`config.mk`:
```
export PLATFORM = sky130hd
export DESIGN_NAME = tach_meter
export DESIGN_NICKNAME = d
export VERILOG_FILES = /design/src/rtl/tach_pkg.sv /design/src/rtl/tach_input_cond.sv /design/src/rtl/tach_span_counter.sv /design/src/rtl/tach_status.sv /design/src/rtl/tach_meter.sv
export SDC_FILE = /design/constraint.sdc
export NUM_CORES = 1
export LEC_CHECK = 0
export BUFFER_PORTS_ARGS = -buffer_cell sky130_fd_sc_hd__buf_2
export CAP_MARGIN = 0
export CORE_MARGIN = 2
export CORE_UTILIZATION = 45
export CTS_BUF_LIST = sky130_fd_sc_hd__clkbuf_8
export CTS_CLUSTER_DIAMETER = 60
export DETAILED_ROUTE_END_ITERATION = 12
export GPL_TIMING_DRIVEN = 1
export PLACE_DENSITY = 0.73
export SYNTH_ARGS = -nofsm -noshare
export SYNTH_HDL_FRONTEND = slang
export SYNTH_SLANG_ARGS = --single-unit
```
`constraint.sdc`:
```
create_clock -name clk -period 3.7 [get_ports clk]
set_clock_uncertainty 0.1 [all_clocks]
set_input_delay 0.74 -clock clk [delete_from_list [all_inputs] [get_ports clk]]
set_output_delay 0.74 -clock clk [all_outputs]
set_load 0.1 [all_outputs]
```
`src/rtl/tach_pkg.sv`:
```
package tach_pkg;

  localparam int CNT_W  = 16;
  localparam int EDGE_W = 4;
  localparam int STAT_W = 3;

  typedef enum logic [1:0] {
    ADDR_CTRL  = 2'd0,
    ADDR_STAT  = 2'd1,
    ADDR_LIMIT = 2'd2
  } reg_addr_e;

  // bit 0 run, 1 filter, 2 source, 4:3 span, 5..7 interrupt enables
  typedef struct packed {
    logic       ie_tog;
    logic       ie_rdy;
    logic       ie_ool;
    logic [1:0] span_sel;
    logic       ref_mode;
    logic       filt_en;
    logic       run_en;
  } ctrl_t;

  function automatic logic [EDGE_W-1:0] span_edges(input logic [1:0] sel);
    logic [EDGE_W-1:0] n;
    case (sel)
      2'd0:    n = EDGE_W'(2);
      2'd1:    n = EDGE_W'(3);
      2'd2:    n = EDGE_W'(5);
      default: n = EDGE_W'(9);
    endcase
    return n;
  endfunction

endpackage

```
`src/rtl/tach_input_cond.sv`:
```
module tach_input_cond #(
  parameter int SYNC_N   = 2,
  parameter int STABLE_N = 3
) (
  input  logic clk,
  input  logic rst_n,
  input  logic tach_in,
  input  logic filt_en,
  output logic lvl_q,
  output logic rise_p,
  output logic chg_p
);

  localparam int HIST_W = STABLE_N - 1;

  logic [SYNC_N-1:0] sync_q;
  logic [HIST_W-1:0] hist_q;
  logic              smp;
  logic              steady;
  logic              accept;

  assign smp = sync_q[SYNC_N-1];

  always_ff @(posedge clk or negedge rst_n) begin
    if (!rst_n) begin
      sync_q <= '0;
      hist_q <= '0;
    end else begin
      sync_q    <= {sync_q[SYNC_N-2:0], tach_in};
      hist_q[0] <= smp;
      for (int i = 1; i < HIST_W; i++) begin
        hist_q[i] <= hist_q[i-1];
      end
    end
  end

  always_comb begin
    steady = (hist_q == {HIST_W{smp}});
    accept = (smp != lvl_q) && (!filt_en || steady);
  end

  always_ff @(posedge clk or negedge rst_n) begin
    if (!rst_n) begin
      lvl_q  <= 1'b0;
      rise_p <= 1'b0;
      chg_p  <= 1'b0;
    end else begin
      if (accept) lvl_q <= smp;
      rise_p <= accept & smp;
      chg_p  <= accept;
    end
  end

endmodule

```
`src/rtl/tach_span_counter.sv`:
```
module tach_span_counter
  import tach_pkg::*;
(
  input  logic             clk,
  input  logic             rst_n,
  input  logic             run_en,
  input  logic             ref_mode,
  input  logic [1:0]       span_sel,
  input  logic             rise_p,
  input  logic             ref_tick,
  output logic [CNT_W-1:0] latch_q,
  output logic             done_p
);

  localparam logic [CNT_W-1:0] CNT_MAX = '1;

  logic [CNT_W-1:0]  cnt_q;
  logic [CNT_W-1:0]  bumped;
  logic [EDGE_W-1:0] edges_q;
  logic [EDGE_W:0]   edges_nx;
  logic              armed_q;
  logic              inc;
  logic              closing;

  always_comb begin
    inc      = ref_mode ? ref_tick : rise_p;
    bumped   = (cnt_q == CNT_MAX) ? cnt_q : cnt_q + CNT_W'(inc);
    edges_nx = {1'b0, edges_q} + (EDGE_W+1)'(1);
    closing  = edges_nx >= {1'b0, span_edges(span_sel)};
  end

  always_ff @(posedge clk or negedge rst_n) begin
    if (!rst_n) begin
      cnt_q   <= '0;
      edges_q <= '0;
      armed_q <= 1'b0;
      latch_q <= '0;
      done_p  <= 1'b0;
    end else begin
      done_p <= 1'b0;
      if (!run_en) begin
        cnt_q   <= '0;
        edges_q <= '0;
        armed_q <= 1'b0;
      end else if (rise_p) begin
        if (!armed_q) begin
          armed_q <= 1'b1;
          edges_q <= EDGE_W'(1);
          cnt_q   <= '0;
        end else if (closing) begin
          latch_q <= bumped;
          done_p  <= 1'b1;
          cnt_q   <= '0;
          edges_q <= EDGE_W'(1);
        end else begin
          edges_q <= edges_nx[EDGE_W-1:0];
          cnt_q   <= bumped;
        end
      end else if (armed_q) begin
        cnt_q <= bumped;
      end
    end
  end

endmodule

```
`src/rtl/tach_status.sv`:
```
module tach_status
  import tach_pkg::*;
(
  input  logic              clk,
  input  logic              rst_n,
  input  logic              run_en,
  input  logic              done_p,
  input  logic              chg_p,
  input  logic [CNT_W-1:0]  latch_q,
  input  logic [CNT_W-1:0]  lim_lo,
  input  logic [CNT_W-1:0]  lim_hi,
  input  logic [STAT_W-1:0] clr_mask,
  input  logic [STAT_W-1:0] ie,
  output logic [STAT_W-1:0] stat_q,
  output logic              irq
);

  logic [STAT_W-1:0] set_v;

  always_comb begin
    set_v[0] = done_p && ((latch_q < lim_lo) || (latch_q > lim_hi));
    set_v[1] = done_p;
    set_v[2] = chg_p && run_en;
  end

  always_ff @(posedge clk or negedge rst_n) begin
    if (!rst_n) stat_q <= '0;
    else        stat_q <= (stat_q & ~clr_mask) | set_v;
  end

  assign irq = |(stat_q & ie);

endmodule

```
`src/rtl/tach_meter.sv`:
```
module tach_meter
  import tach_pkg::*;
(
  input  logic        clk,
  input  logic        rst_n,
  input  logic        tach_in,
  input  logic        ref_tick,
  input  logic        reg_wr,
  input  logic [1:0]  reg_addr,
  input  logic [31:0] reg_wdata,
  output logic [31:0] reg_rdata,
  output logic        irq
);

  ctrl_t             ctrl_q;
  logic [CNT_W-1:0]  lim_lo_q;
  logic [CNT_W-1:0]  lim_hi_q;
  logic [CNT_W-1:0]  latch_q;
  logic [STAT_W-1:0] stat_q;
  logic [STAT_W-1:0] clr_mask;
  logic              in_lvl;
  logic              in_rise;
  logic              in_chg;
  logic              span_done;
  logic              wr_ctrl;
  logic              wr_stat;
  logic              wr_lim;

  always_comb begin
    wr_ctrl  = reg_wr && (reg_addr == ADDR_CTRL);
    wr_stat  = reg_wr && (reg_addr == ADDR_STAT);
    wr_lim   = reg_wr && (reg_addr == ADDR_LIMIT);
    clr_mask = wr_stat ? reg_wdata[STAT_W-1:0] : '0;
  end

  always_ff @(posedge clk or negedge rst_n) begin
    if (!rst_n) begin
      ctrl_q   <= '0;
      lim_lo_q <= '0;
      lim_hi_q <= '1;
    end else begin
      if (wr_ctrl) ctrl_q <= ctrl_t'(reg_wdata[7:0]);
      if (wr_lim) begin
        lim_lo_q <= reg_wdata[CNT_W-1:0];
        lim_hi_q <= reg_wdata[2*CNT_W-1:CNT_W];
      end
    end
  end

  tach_input_cond #(.SYNC_N(2), .STABLE_N(3)) u_cond (
    .clk     (clk),
    .rst_n   (rst_n),
    .tach_in (tach_in),
    .filt_en (ctrl_q.filt_en),
    .lvl_q   (in_lvl),
    .rise_p  (in_rise),
    .chg_p   (in_chg)
  );

  tach_span_counter u_span (
    .clk      (clk),
    .rst_n    (rst_n),
    .run_en   (ctrl_q.run_en),
    .ref_mode (ctrl_q.ref_mode),
    .span_sel (ctrl_q.span_sel),
    .rise_p   (in_rise),
    .ref_tick (ref_tick),
    .latch_q  (latch_q),
    .done_p   (span_done)
  );

  tach_status u_stat (
    .clk      (clk),
    .rst_n    (rst_n),
    .run_en   (ctrl_q.run_en),
    .done_p   (span_done),
    .chg_p    (in_chg),
    .latch_q  (latch_q),
    .lim_lo   (lim_lo_q),
    .lim_hi   (lim_hi_q),
    .clr_mask (clr_mask),
    .ie       ({ctrl_q.ie_tog, ctrl_q.ie_rdy, ctrl_q.ie_ool}),
    .stat_q   (stat_q),
    .irq      (irq)
  );

  always_comb begin
    case (reg_addr)
      ADDR_CTRL:  reg_rdata = {latch_q, 8'h00, ctrl_q};
      ADDR_STAT:  reg_rdata = {{(32-STAT_W){1'b0}}, stat_q};
      ADDR_LIMIT: reg_rdata = {lim_hi_q, lim_lo_q};
      default:    reg_rdata = '0;
    endcase
  end

  logic unused_lvl;
  assign unused_lvl = in_lvl;

endmodule

```
## Word-level counts from Yosys, hierarchy flattened

Cells that the tools add are included.

- Bits in registers: 88
- Output and inout bits: 33
- Bits of input ports: 39
- Logic and storage cells: 72

- $add $sub $neg: 2
- Equal/unequal tests: 9
- Multiplexer cells: 20
- Reduce and logical (&&, ||, !) cells: 13
- Bitwise logic cells: 5
- Order comparisons: 3

Operators by type and width:

| cell | number |
|---|---|
| 2-to-1 mux 16 bit | 6 |
| one-hot mux 32 bit (3 select lines) | 1 |
| adder 16 x 1 -> 16 bit | 1 |
| == test 16 bit (second input constant) | 1 |
| greater-than comparator 16 bit | 1 |
| less-than comparator 16 bit | 1 |
| 2-to-1 mux 4 bit | 4 |
| one-hot mux 4 bit (3 select lines) | 1 |
| 2-to-1 mux 1 bit | 7 |
| bitwise AND 3 bit | 2 |
| logical AND 1 bit | 6 |
| adder 4 x 1 -> 5 bit (second input constant) | 1 |
| greater-or-equal comparator 5 x 4 -> 1 bit | 1 |
| == test 2 x 1 -> 1 bit (second input constant) | 2 |
| == test 2 bit (second input constant) | 2 |
| logical NOT 2 bit | 2 |
| AND reduction 4 bit | 1 |
| 2-to-1 mux 3 bit | 1 |
| != test 3 x 1 -> 1 bit (second input constant) | 1 |
| NOT 3 bit | 1 |
| bitwise OR 3 bit | 1 |
| OR reduction 3 bit | 1 |
| == test 2 bit | 1 |
| logical OR 1 bit | 2 |
| other kinds (4) | 4 |

## Logic depth before layout (Yosys ltp)

- Depth in word-level cells: 7
- Gate-level depth with buffers: 11
- Gate-level depth less buffers: 9

## Modules after synthesis

A second synthesis with hierarchy kept.

- Cells, all modules: 525
- Area total of the unflattened synthesis: 5,360.1 µm²

By module, submodules not included:

| module | seq. area each (µm²) | times used | area an instance (µm²) | cells each |
|---|---|---|---|---|
| tach_span_counter | 950.9 | 1 | 2,194.6 | 229 |
| tach_meter | 1,021.0 | 1 | 2,014.4 | 152 |
| tach_status | 75.1 | 1 | 908.4 | 125 |
| tach_input_cond | 175.2 | 1 | 242.7 | 19 |

## Worst setup path before layout

Ideal clock, no wire load.

- Kind: in2out
- Start: input port reg_addr[1]
- End: output port reg_rdata[0]
- Stages on the path: 3
- Data required time: 2.860 ns
- Arrival: 3.145 ns
- Buffers on the path: 1
- Path slack: -0.285 ns
- Cell sequence: buf_2 -> mux2i_1 -> o21ai_0

- Longest elaborated chain between the ends: 2
- Elaborated cells on any way between the ends: 4
- Classes of those cells: 2 x eq/ne; 1 x mux; 1 x reduce/logical

Ends and longest elaborated chain:

| element | RTL line | RTL |
|---|---|---|
| start: declaration | tach_meter.sv:9 | `input logic [1:0] reg_addr,` |
| == test 2 bit (tied with other cells) | tach_meter.sv:88 | `case (reg_addr)` |
| one-hot mux 32 bit (3 select lines) (*) | tach_meter.sv:88 |  |
| end: declaration | tach_meter.sv:11 | `output logic [31:0] reg_rdata,` |

Every way passes the cells marked *; elsewhere a longest branch is shown, timed or not.

## Worst setup path after layout

- Start: register u_span.edges_q[0]
- End: register u_span.latch_q[7]

- Longest elaborated chain between the ends: 3

Ends and longest elaborated chain:

| element | RTL line | RTL |
|---|---|---|
| start: declaration | tach_span_counter.sv:19 | `logic [EDGE_W-1:0] edges_q;` |
| start signal: assignment | tach_span_counter.sv:56 | `edges_q <= edges_nx[EDGE_W-1:0];` |
| adder 4 x 1 -> 5 bit | tach_span_counter.sv:28 | `edges_nx = {1'b0, edges_q} + (EDGE_W+1)'(1);` |
| greater-or-equal comparator 5 x 4 -> 1 bit | tach_span_counter.sv:29 | `closing = edges_nx >= {1'b0, span_edges(span_sel)};` |
| AND reduction 4 bit (no source line) | n/a |  |
| end signal: assignment | tach_span_counter.sv:51 | `latch_q <= bumped;` |
| end: declaration | tach_span_counter.sv:11 | `output logic [CNT_W-1:0] latch_q,` |

Every way passes these cells.
A chain may end at the register's enable or synchronous reset.

==> results.cfg <==
[synthesis]
synth_edf_count = 0
syn-num-nets = 591
yosys_warnings = 0
ys.flop_type = dfrtp_1
synthAdderAreaFrac_pct = 9.08
netlist.area_leader.share_pct = 34.4
async_flop_share_pct = 100
synth_compound_area_share_pct = 12.3
ys_seq_area_share_pct = 42.5
synthSimpleGateAreaFrac_pct = 14.2
synthesis.instances = 514
synth-seq-cells = 88
synth_top_family_by_area = multiplexers
ys_types = 57
synthTopCellsByArea = dfrtp_1 (34%), mux2_2 (11%), ha_1 (9.1%), dfstp_2 (8.0%), mux2i_1 (4.8%)
yosysTopAreaCell = dfrtp_1
synth_xor_area_share_pct = 1.84
netlist_area_sq_mm = 0.00523
synth.area.mux_share_pct = 15.8
avgSynthCellArea_sq_um = 10.2

[worst_setup_path]
arrival_ns = 3.46
criticalPathCategory = flop to flop
crit_path_end_kind = flop
cp.required_ns = 3.85
cp-start-kind = flop
crit_path_max_fanout = 13

[timing]
fin_crit_sh_pct = 89.6
report.final.slew_viol_count = 0
slew_headroom_pct = 29.7
setup_tns_ns = 0
fmax_ghz = 0.302
rsz0062_at_grt = false
hold_viol_final = 0
tightest_slew_ns = 1.05
setup_viol = 0
period_needed_ns = 3.31
holdWs_ns = 0.282

[layout]
drive_above_1_share_pct = 28.2
num-nets-final = 657
area_growth_pct = 12.9
diodes = 0
final_common_cell = dfrtp_1
mostFrequentLayoutCells = dfrtp_1 (72), buf_2 (70), mux2_2 (51)
final_util_pct = 52.0
design_area_sq_mm = 0.00591
fill_cells = 1005
final_cells = 728

[die]
dieArea_sq_mm = 0.0125
ioPinCount = 72
start_util_pct = 46.0
die_w_microns = 112
core_area_sq_mm = 0.0114
die_h_microns = 112
rows = 39

[clock_tree]
clkLatencyLatePin_ns = 0.37
clk_path_buf_depth = 2
clock-sinks = 88
root_buffer = clkbuf_8
cts_max_level = 3
numCtsBuffers = 9
postCtsSetupBuffers = 0
cts_hold_buf = 0
cts_resized = 0
cts_tree = done
cts.clk_slew.worst_paths_ns = 0.09

[power]
power.internal_mw = 1.79
switching_share_pct = 39.8
clkPwrFrac_pct = 21.8
p_per_area_mw_per_mm2 = 502
ir_drop_uv = 341
netSwitchingPower_mw = 1.18
p_leak_nw = 2.95
seq_power_share_pct = 42.9
combPwrFrac_pct = 35.4

[placement]
dp.cells = 712
io_buffers = 71
place_area_sq_mm = 0.00572
gp_congestion = 0.836
dp_hpwl_microns = 8950

[status]
status = finished clean

[drt]
final_antenna_net_count = 0
vias = 4080
drcViolationCount = 0
first_pass_iters = 4
wl_microns = 12200
drt-wirelength-per-cell_microns = 16.7
viasPerCell = 5.60
initialDrtViolationCount = 259

[global_routing]
grt_pass1_wl_microns = 20700
grt_pass1_vias = 4165
grt_max_degree = 54
overflow = 0
antenna_found_initial = 0
track_usage_pct = 20.3

[worst_hold_path]
worst_hold_path_type = flop to flop

[job]
maxCapViolations = 0
[cells in the mapped netlist, types with 6 or more instances]
| cell | n |
|---|---|
| dfrtp_1 | 72 |
| mux2_2 | 51 |
| ha_1 | 38 |
| inv_1 | 37 |
| nor2_1 | 34 |
| nand2_1 | 31 |
| a21oi_1 | 30 |
| mux2i_1 | 25 |
| o21ai_0 | 25 |
| dfstp_2 | 16 |
| nand3_1 | 12 |
| nor2b_1 | 10 |
| a21o_1 | 9 |
| and2_1 | 9 |
| clkbuf_1 | 9 |
| nor3_1 | 9 |
| a31oi_1 | 7 |
| buf_1 | 6 |
| buf_2 | 6 |
| nand4_1 | 6 |
| xnor2_1 | 6 |
[critical path, cell delays in order (launching register included)]
cell and delay (ns):
dfrtp_1 0.44, ha_1 0.24, nor2b_1 0.14, or2_2 0.29
ha_1 0.30, nand2_1 0.08, o21ai_0 0.23, a211oi_1 0.13
nor2_1 0.81, mux2_2 0.42
[stage by stage]
step | power (mW) | worst slack (ns)
after floorplan | 2.07 | 0.0484
after detailed placement | 2.33 | 0.417
after global routing | 3.15 | 0.181
final | 2.97 | 0.386
after global placement | 2.29 | 0.583
after CTS | 2.99 | 0.356
[sequential cells by signal, summed over array words and instances, names as in the netlist]
register and flops:
u_cond.lvl_q 1, u_span.done_p 1, u_cond.rise_p 1, u_cond.hist_q 2
u_cond.chg_p 1, u_span.cnt_q 16, u_cond.sync_q 2, u_span.armed_q 1
lim_lo_q 16, u_stat.stat_q 3, u_span.latch_q 16, ctrl_q 8
lim_hi_q 16, u_span.edges_q 4
[layout make-up]
cell class              count  area (sq um)  area share (%)
clock buffers              10           138            2.33
clock inverters             6          48.8           0.826
inverters                  37           139            2.35
multi-input cells         367          2780            47.1
flip-flops and latches     88          2220            37.6
well taps                 143           179            3.03
repair buffers             77           403            6.82
[power by group through the flow]
stage	clock (mW)	combinational [mW]	sequential (mW)
floorplan	0	0.843	1.23
global placement	0	1.01	1.28
detailed placement	0	1.04	1.29
CTS	0.669	1.05	1.27
global route	0.699	1.15	1.29
finish	0.645	1.05	1.27
[metal layers]
metal  GRT usage, %  up-vias  part of all wire [%]
li1               -     1969                     -
met1           26.8     1998                    46
met2           34.2       91                    48
met3           3.38       22                   4.2
met4           6.83        0                   1.8
met5              0        -                     0
[worst paths after layout]
path	startpoint	to	slack, ns	cells after the start
worst max-delay path	u_span.edges_q[0]	u_span.latch_q[7]	0.39	9
max in group asynchronous	rst_n	lim_hi_q[7]	2.38	2
worst min-delay path	u_cond.sync_q[0]	u_cond.sync_q[1]	0.28	0
worst min register to register	u_cond.sync_q[0]	u_cond.sync_q[1]	0.28	0
worst max register to register	u_span.edges_q[0]	u_span.latch_q[7]	0.39	9
min in group asynchronous	rst_n	u_span.edges_q[3]	0.33	1
[logic make-up (layout without fill, tap and decap cells)]
logic type	count (synthesis)	after routing
simple gates	141	141
compound gates	101	101
flops	88	88
mux	76	76
buf+inv	59	130
fa+ha+maj	38	38
xor+xnor	11	11
Note: power is estimated with default switching activity, not from simulation.
